[src/rtl/bcd_addsub_pkg.sv]
package bcd_addsub_pkg;

  localparam int unsigned DIGIT_W = 4;
  localparam int unsigned DEC_MAX = 9;
  localparam logic [DIGIT_W-1:0] DEC_ADJ = 4'd6;

  typedef struct packed {
    logic n;
    logic v;
    logic z;
  } nvz_t;

  // raw digit sum above the largest decimal digit
  function automatic logic dec_over(input logic [DIGIT_W:0] s);
    return (s > (DIGIT_W+1)'(DEC_MAX));
  endfunction

endpackage

[src/rtl/bcd_digit_stage.sv]
module bcd_digit_stage
  import bcd_addsub_pkg::*;
(
  input  logic               sub_i,
  input  logic               dec_i,
  input  logic               cin_i,
  input  logic [DIGIT_W-1:0] a_i,
  input  logic [DIGIT_W-1:0] b_i,
  output logic [DIGIT_W-1:0] digit_o,
  output logic               cout_o
);

  logic [DIGIT_W-1:0] b_eff;
  logic [DIGIT_W:0]   raw;
  logic               add_fix;

  // subtraction is a + ~b + cin, so one adder serves both operations
  always_comb begin
    b_eff   = sub_i ? ~b_i : b_i;
    raw     = {1'b0, a_i} + {1'b0, b_eff} + {{DIGIT_W{1'b0}}, cin_i};
    add_fix = dec_over(raw);
  end

  always_comb begin
    digit_o = raw[DIGIT_W-1:0];
    cout_o  = raw[DIGIT_W];
    if (dec_i) begin
      if (!sub_i) begin
        // decimal add: push digit past ten by adding six
        digit_o = raw[DIGIT_W-1:0] + (add_fix ? DEC_ADJ : '0);
        cout_o  = add_fix;
      end else if (!raw[DIGIT_W]) begin
        // decimal subtract with borrow out of this digit
        digit_o = raw[DIGIT_W-1:0] - DEC_ADJ;
      end
    end
  end

endmodule

[src/rtl/bcd_flag_unit.sv]
module bcd_flag_unit
  import bcd_addsub_pkg::*;
#(
  parameter int unsigned WIDTH = 8
)(
  input  logic             op_valid_i,
  input  logic             dec_i,
  input  logic             a_msb_i,
  input  logic             b_eff_msb_i,
  input  logic [WIDTH-1:0] res_i,
  output nvz_t             flags_o,
  output logic             carry_we_o,
  output logic             nvz_we_o
);

  always_comb begin
    flags_o.n = res_i[WIDTH-1];
    flags_o.z = (res_i == '0);
    // overflow: like-signed inputs give an unlike-signed result
    flags_o.v = (a_msb_i == b_eff_msb_i) && (res_i[WIDTH-1] != a_msb_i);
  end

  always_comb begin
    carry_we_o = op_valid_i;
    nvz_we_o   = op_valid_i && !dec_i;
  end

endmodule

[src/rtl/bcd_addsub.sv]
module bcd_addsub
  import bcd_addsub_pkg::*;
#(
  parameter int unsigned NDIGITS = 2,
  localparam int unsigned WIDTH = NDIGITS * DIGIT_W
)(
  input  logic             op_valid_i,
  input  logic             sub_i,
  input  logic             dec_i,
  input  logic             cin_i,
  input  logic [WIDTH-1:0] a_i,
  input  logic [WIDTH-1:0] b_i,
  output logic [WIDTH-1:0] res_o,
  output logic             cout_o,
  output logic             carry_we_o,
  output logic             n_o,
  output logic             v_o,
  output logic             z_o,
  output logic             nvz_we_o
);

  logic [NDIGITS:0] carry_chain;
  logic [WIDTH-1:0] res_w;
  nvz_t             flags_w;

  assign carry_chain[0] = cin_i;

  for (genvar d = 0; d < NDIGITS; d++) begin : g_digit
    bcd_digit_stage u_stage (
      .sub_i   (sub_i),
      .dec_i   (dec_i),
      .cin_i   (carry_chain[d]),
      .a_i     (a_i[d*DIGIT_W +: DIGIT_W]),
      .b_i     (b_i[d*DIGIT_W +: DIGIT_W]),
      .digit_o (res_w[d*DIGIT_W +: DIGIT_W]),
      .cout_o  (carry_chain[d+1])
    );
  end

  bcd_flag_unit #(.WIDTH(WIDTH)) u_flags (
    .op_valid_i  (op_valid_i),
    .dec_i       (dec_i),
    .a_msb_i     (a_i[WIDTH-1]),
    .b_eff_msb_i (b_i[WIDTH-1] ^ sub_i),
    .res_i       (res_w),
    .flags_o     (flags_w),
    .carry_we_o  (carry_we_o),
    .nvz_we_o    (nvz_we_o)
  );

  assign res_o  = res_w;
  assign cout_o = carry_chain[NDIGITS];
  assign n_o    = flags_w.n;
  assign v_o    = flags_w.v;
  assign z_o    = flags_w.z;

endmodule

[config.mk]
export PLATFORM = sky130hd
export DESIGN_NAME = bcd_addsub
export DESIGN_NICKNAME = d
export VERILOG_FILES = /design/src/rtl/bcd_addsub_pkg.sv /design/src/rtl/bcd_digit_stage.sv /design/src/rtl/bcd_flag_unit.sv /design/src/rtl/bcd_addsub.sv
export SDC_FILE = /design/constraint.sdc
export NUM_CORES = 1
export LEC_CHECK = 0
export ABC_AREA = 0
export BUFFER_PORTS_ARGS = -buffer_cell sky130_fd_sc_hd__buf_2
export CELL_PAD_IN_SITES_DETAIL_PLACEMENT = 0
export CELL_PAD_IN_SITES_GLOBAL_PLACEMENT = 1
export CORE_MARGIN = 5
export CORE_UTILIZATION = 34
export DETAILED_ROUTE_END_ITERATION = 8
export PLACE_DENSITY = 0.86
export SLEW_MARGIN = 5
export SYNTH_ARGS = -nofsm -noshare
export SYNTH_HDL_FRONTEND = slang
export SYNTH_SLANG_ARGS = --single-unit
[constraint.sdc]
create_clock -name vclk -period 8.59
set_clock_uncertainty 0.1 [all_clocks]
set_input_delay 1.718 -clock vclk [all_inputs]
set_output_delay 1.718 -clock vclk [all_outputs]
set_load 0.01 [all_outputs]
== After elaboration in Yosys (flattened, before gate mapping) ==
Cells that the tools add are included.
Storage, ports and cells
  memories kept: 0
  output and inout port bits: 14
  memory bits (writable): 0
  latch bits: 0
  ROM bits: 0
  flip-flop bits (word level): 0
  word-level logic and storage cells: 33
Operators by class
  divide/modulo/power cells: 0
  $mul: 0
  $lt $le $gt $ge: 2
  reduce and logical (&&, ||, !) cells: 4
  shift operators: 0
  equal/unequal tests: 2
  bitwise gates (word level): 3
  muxes and demuxes: 14
  add/sub/neg operators: 8
Operators with widths (number)
  2-to-1 mux 4 bit: 8
  adder 4 x 4 -> 5 bit: 2
  adder 5 x 1 -> 5 bit: 2
  greater-than comparator 5 x 4 -> 1 bit (second input constant): 2
  adder 4 bit: 2
  zero test 8 bit: 1
  inverter 4 bit: 2
  subtractor 4 x 3 -> 4 bit (second input constant): 2
  2-to-1 mux 3 bit: 2
  2-to-1 mux 1 bit: 4
  logical AND 1 bit: 2
  == test 1 bit: 1
  zero test 1 bit: 1
  inequality test 1 bit: 1
  XOR 1 bit: 1

== Depth between registers and ports, before layout ==
  depth after elaboration: 15
  mapped depth: 25
  gate-level depth less buffers: 23

== Modules after synthesis ==
A second synthesis with hierarchy kept.
Unflattened totals
  cells, all modules: 107
  area total of the unflattened synthesis: 879.6 µm²
Modules (own cells, without submodules)
  bcd_digit_stage at g_digit[0].u_stage: area an instance 417.9 µm², cells each 49, seq. area each 0.0 µm², times used 1
  bcd_digit_stage at g_digit[1].u_stage: area an instance 395.4 µm², cells each 48, seq. area each 0.0 µm², times used 1
  bcd_flag_unit: area an instance 57.6 µm², cells each 9, seq. area each 0.0 µm², times used 1
  bcd_addsub: area an instance 8.8 µm², cells each 1, seq. area each 0.0 µm², times used 1

== Least setup slack after synthesis ==
Ideal clock, no wire load.
  path kind: input-to-output
  start point: input port sub_i
  end point: output port z_o
  arrival: 6925 ps
  required time: 6772 ps
  setup slack: -153 ps
  stages on the path: 25
  cell sequence: buf_6 > buf_4 > xnor2_1 > fa_1 > fa_1 > xnor2_1 > inv_1 > ha_1 > a31oi_1 > nand3_1 > o21ai_0 > fa_1 > inv_1 > fa_1 > xor2_2 > ha_1 > nand2b_1 > and3_1 > nand2b_1 > ha_1 > fa_1 > o2bb2ai_1 > a211o_1 > nand4bb_1 > nor4_2
On the way
  longest elaborated chain between the ends: 13
  elaborated cells between the ends (all ways): 23
Ends and longest elaborated chain
  from (decl): line bcd_addsub.sv:8  | input logic sub_i,
  2-to-1 mux 4 bit: line bcd_digit_stage.sv:19  | b_eff = sub_i ? ~b_i : b_i;
  adder 4 x 4 -> 5 bit: line bcd_digit_stage.sv:20  | raw = {1'b0, a_i} + {1'b0, b_eff} + {{DIGIT_W{1'b0}}, cin_i};
  adder 5 x 1 -> 5 bit: line bcd_digit_stage.sv:20
  greater-than comparator 5 x 4 -> 1 bit: line bcd_addsub_pkg.sv:15  | return (s > (DIGIT_W+1)'(DEC_MAX));
  2-to-1 mux 1 bit: line bcd_digit_stage.sv:28  | if (!sub_i) begin
  2-to-1 mux 1 bit: line bcd_digit_stage.sv:27  | if (dec_i) begin
  adder 5 x 1 -> 5 bit: line bcd_digit_stage.sv:20
  greater-than comparator 5 x 4 -> 1 bit: line bcd_addsub_pkg.sv:15
  2-to-1 mux 3 bit: line bcd_digit_stage.sv:30  | digit_o = raw[DIGIT_W-1:0] + (add_fix ? DEC_ADJ : '0);
  adder 4 bit: line bcd_digit_stage.sv:30
  2-to-1 mux 4 bit: line bcd_digit_stage.sv:28
  2-to-1 mux 4 bit *: line bcd_digit_stage.sv:27
  net res_o[6]: line bcd_addsub.sv:13  | output logic [WIDTH-1:0] res_o,
  zero test 8 bit *: line bcd_flag_unit.sv:18  | flags_o.z = (res_i == '0);
  to (decl): line bcd_addsub.sv:18  | output logic z_o,
Mark *: on every way through the listed nets, which the timed path passes. The rest lies on a longest branch.

== Worst setup path in the final report ==
  start point: input port b_i[0]
  end point: output port z_o
On the way
  longest elaborated chain between the ends: 14
  elaborated cells between the ends (all ways): 22
Ends and longest elaborated chain
  from (decl): line bcd_addsub.sv:12  | input logic [WIDTH-1:0] b_i,
  inverter 4 bit: line bcd_digit_stage.sv:19
  2-to-1 mux 4 bit *: line bcd_digit_stage.sv:19
  adder 4 x 4 -> 5 bit *: line bcd_digit_stage.sv:20
  adder 5 x 1 -> 5 bit *: line bcd_digit_stage.sv:20
  greater-than comparator 5 x 4 -> 1 bit: line bcd_addsub_pkg.sv:15
  2-to-1 mux 1 bit: line bcd_digit_stage.sv:28
  2-to-1 mux 1 bit: line bcd_digit_stage.sv:27
  adder 5 x 1 -> 5 bit: line bcd_digit_stage.sv:20
  greater-than comparator 5 x 4 -> 1 bit: line bcd_addsub_pkg.sv:15
  2-to-1 mux 3 bit: line bcd_digit_stage.sv:30
  adder 4 bit: line bcd_digit_stage.sv:30
  2-to-1 mux 4 bit: line bcd_digit_stage.sv:28
  2-to-1 mux 4 bit: line bcd_digit_stage.sv:27
  zero test 8 bit *: line bcd_flag_unit.sv:18
Every way passes the cells marked *; elsewhere a longest branch is shown, timed or not.

==> flow_summary.yaml <==
run_status:
  run_status: "finished clean"
synth:
  synthDistinctLibCells: 38
  synthCells: 110
  syn-num-nets: 147
  netlist_area_um2: 902
  synth.yosys.seq_area_share: 0
  synth.yosys.warnings: 0
  syn_avg_cell_area_um2: 8.20
finish:
  drive_above_1_share: 0.461
  post-route-util: 0.505
  diodes: 0
  fillerInstances: 252
  layout.cell_area.non_filler_um2: 1260
  num_sequential: 0
  seq_area_um2: 0
  layout.cells.non_filler: 182
  net_total_in_the_final_layout: 191
  clockBufferCount: 0
  areaGrowthSynthToFinish_pct: 39.9
setup_path:
  worstPathMaxFanout: 3
  critPathRequiredTime_ps: 6770
  crit_path_top_delay_cell: "sky130_fd_sc_hd__fa_1"
  timing.critical_path.from_type: "input pin"
  crit_arrival_ps: 6670
  cpPeakStageDelay_ps: 440
  worst_setup_path_end_kind: "output port"
  path_class: "in -> out"
  critical-path-top-cell-by-count: "sky130_fd_sc_hd__fa_2"
worst_hold_path:
  worst_hold_startpoint: "op_valid_i"
  worstHoldPathType: "in -> out"
  timing.hold.worst_endpoint: "carry_we_o"
  whs_path_depth: 2
routing:
  vias: 919
  route.detailed.wl_per_inst_um: 13.5
  detail-route-antenna-nets: 0
  drt_drc_violations_left: 0
  drtIter0Drc: 14
  routed_via_density: 5.05
  drt_pass1_iterations: 4
  finalWirelength_mm: 2.45
global_routing:
  gr-usage-all-layers: 0.115
  grt-busiest-layer: "met2"
  grt_pass1_vias: 837
  met1_usage_in_global_routing: 0.162
  grt_pass1_wl_mm: 3.44
  grt_overflow: 0
  global_route.usage.met3: 0.00629
  initial_antenna_violation_count: 0
  global_route_met2_utilization: 0.202
  maximum_number_of_pins_on_one_net_before_global_route_repair: 17
cts:
  postCtsHoldBufs: 0
die:
  pin_count: 34
  die_area_um2: 3780
  std_cell_rows: 18
  floorplan.die.height_um: 61.5
  chipWidth_um: 61.5
  start_util: 0.361
  fp.coreArea_um2: 2500
sta:
  period_share: 0.988
  clock.fmax_mhz: 118
  worst_slew_pin_slew_ps: 485
  report.final.setup_viol: 0
  finalWorstPathRequiredPeriod_ps: 8490
  maxSlewHeadroom: 0.677
  worst_hold_slack_ps: 3540
  maxSlewViolCount: 0
  final_number_of_hold_violating_endpoints: 0
  post-route-worst-setup-slack_ps: 102
  rsz0062_at_grt: "yes"
placed_design:
  place_worst_setup_slack_ps: 41.9
  dp_hpwl_mm: 1.92
  placed_area_um2: 1120
  portBuffers: 34
  placed_cells: 174
  globalplace.congestion: 0.793
pwr:
  power.static_leakage_nw: 0.646
  vdd_drop_max_mv: 0.103
  power-per-cell-area_nw_per_um2: 178
flow_run:
  drv.max_cap_violation_count: 0
kinds of logic after synthesis:
family / count (synthesis) / synth area share
xor gates and xnor gates: 12 / 0.133
muxes: 4 / 0.0485
and+or+nand+nor: 37 / 0.227
buffers and inverters: 18 / 0.0999
adders and majority gates: 17 / 0.286
AOI/OAI and AO/OA: 22 / 0.205
critical path: cells and delay by family:
family / cells / cell delay, ps
buffers and inverters: 4 / 390
AND/OR/NAND/NOR: 6 / 890
XOR/XNOR: 3 / 520
AO/OA/AOI/OAI: 4 / 800
adder cells (fa/ha/maj): 8 / 2340
power breakdown:
group          switching [mW]  internal [mW]
registers                   0              0
logic                   0.113          0.112
clock network               0              0
Yosys cell counts (all sizes together) (2+ instances only):
| cell type | count | area share |
|---|---|---|
| a211o | 2 | 0.019 |
| a21o | 4 | 0.033 |
| xor2 | 9 | 0.10 |
| o22ai | 2 | 0.014 |
| nor2b | 3 | 0.021 |
| fa | 6 | 0.13 |
| o211ai | 2 | 0.028 |
| inv | 13 | 0.054 |
| mux2 | 3 | 0.037 |
| nand2 | 9 | 0.037 |
| xnor2 | 3 | 0.029 |
| a21oi | 3 | 0.021 |
| o21ai | 3 | 0.017 |
| nand3 | 6 | 0.033 |
| ha | 11 | 0.15 |
| nand2b | 3 | 0.021 |
| nor2 | 6 | 0.025 |
| buf | 5 | 0.046 |
| and3 | 2 | 0.014 |
stage by stage:
| step | setup TNS (ps) | power (mW) |
|---|---|---|
| detailed placement | 0 | 0.184 |
| floorplan | 0 | 0.135 |
| global route | -226 | 0.251 |
| CTS | 0 | 0.185 |
| global placement | 0 | 0.181 |
| finish | 0 | 0.225 |
timing repair:
item,4_1_cts,5_1_grt
resized for setup,0,19
hold endpoints to repair,0,0
endpoints found under the setup margin,0,2
setup buffers,0,8
worst max-delay path by stage:
stage | cells past startpoint | slack [ps] | startpoint | end
after floorplan | 25 | 60 | sub_i | z_o
after global placement | 24 | 180 | sub_i | z_o
after detailed placement | 24 | 40 | sub_i | z_o
after CTS | 24 | 20 | sub_i | z_o
after global routing | 25 | -160 | b_i[0] | z_o
final | 25 | 100 | b_i[0] | z_o
layout make-up:
| class | count | area (um2) | share of cell area |
|---|---|---|---|
| multi-input combinational | 92 | 892 | 0.707 |
| timing repair buffer | 47 | 284 | 0.225 |
| tap | 30 | 37.5 | 0.0297 |
| inverter | 13 | 48.8 | 0.0387 |
layer usage:
layer / up-vias / wire [um]
li1: 465 / -
met1: 425 / 1030
met2: 25 / 1250
met3: 4 / 131
met4: 0 / 34
met5: - / 0
layout by cell type, fill, tap and decap left out, types with 3 or more instances in the layout:
cell type,n
sky130_fd_sc_hd__buf_2,32
sky130_fd_sc_hd__buf_4,13
sky130_fd_sc_hd__inv_1,11
sky130_fd_sc_hd__nand2_1,9
sky130_fd_sc_hd__ha_1,8
sky130_fd_sc_hd__xor2_1,7
sky130_fd_sc_hd__nand3_1,6
sky130_fd_sc_hd__nor2_1,6
sky130_fd_sc_hd__a21o_1,4
sky130_fd_sc_hd__fa_2,4
sky130_fd_sc_hd__nor2b_1,3
No activity file was read; power rests on OpenSTA's default activity.
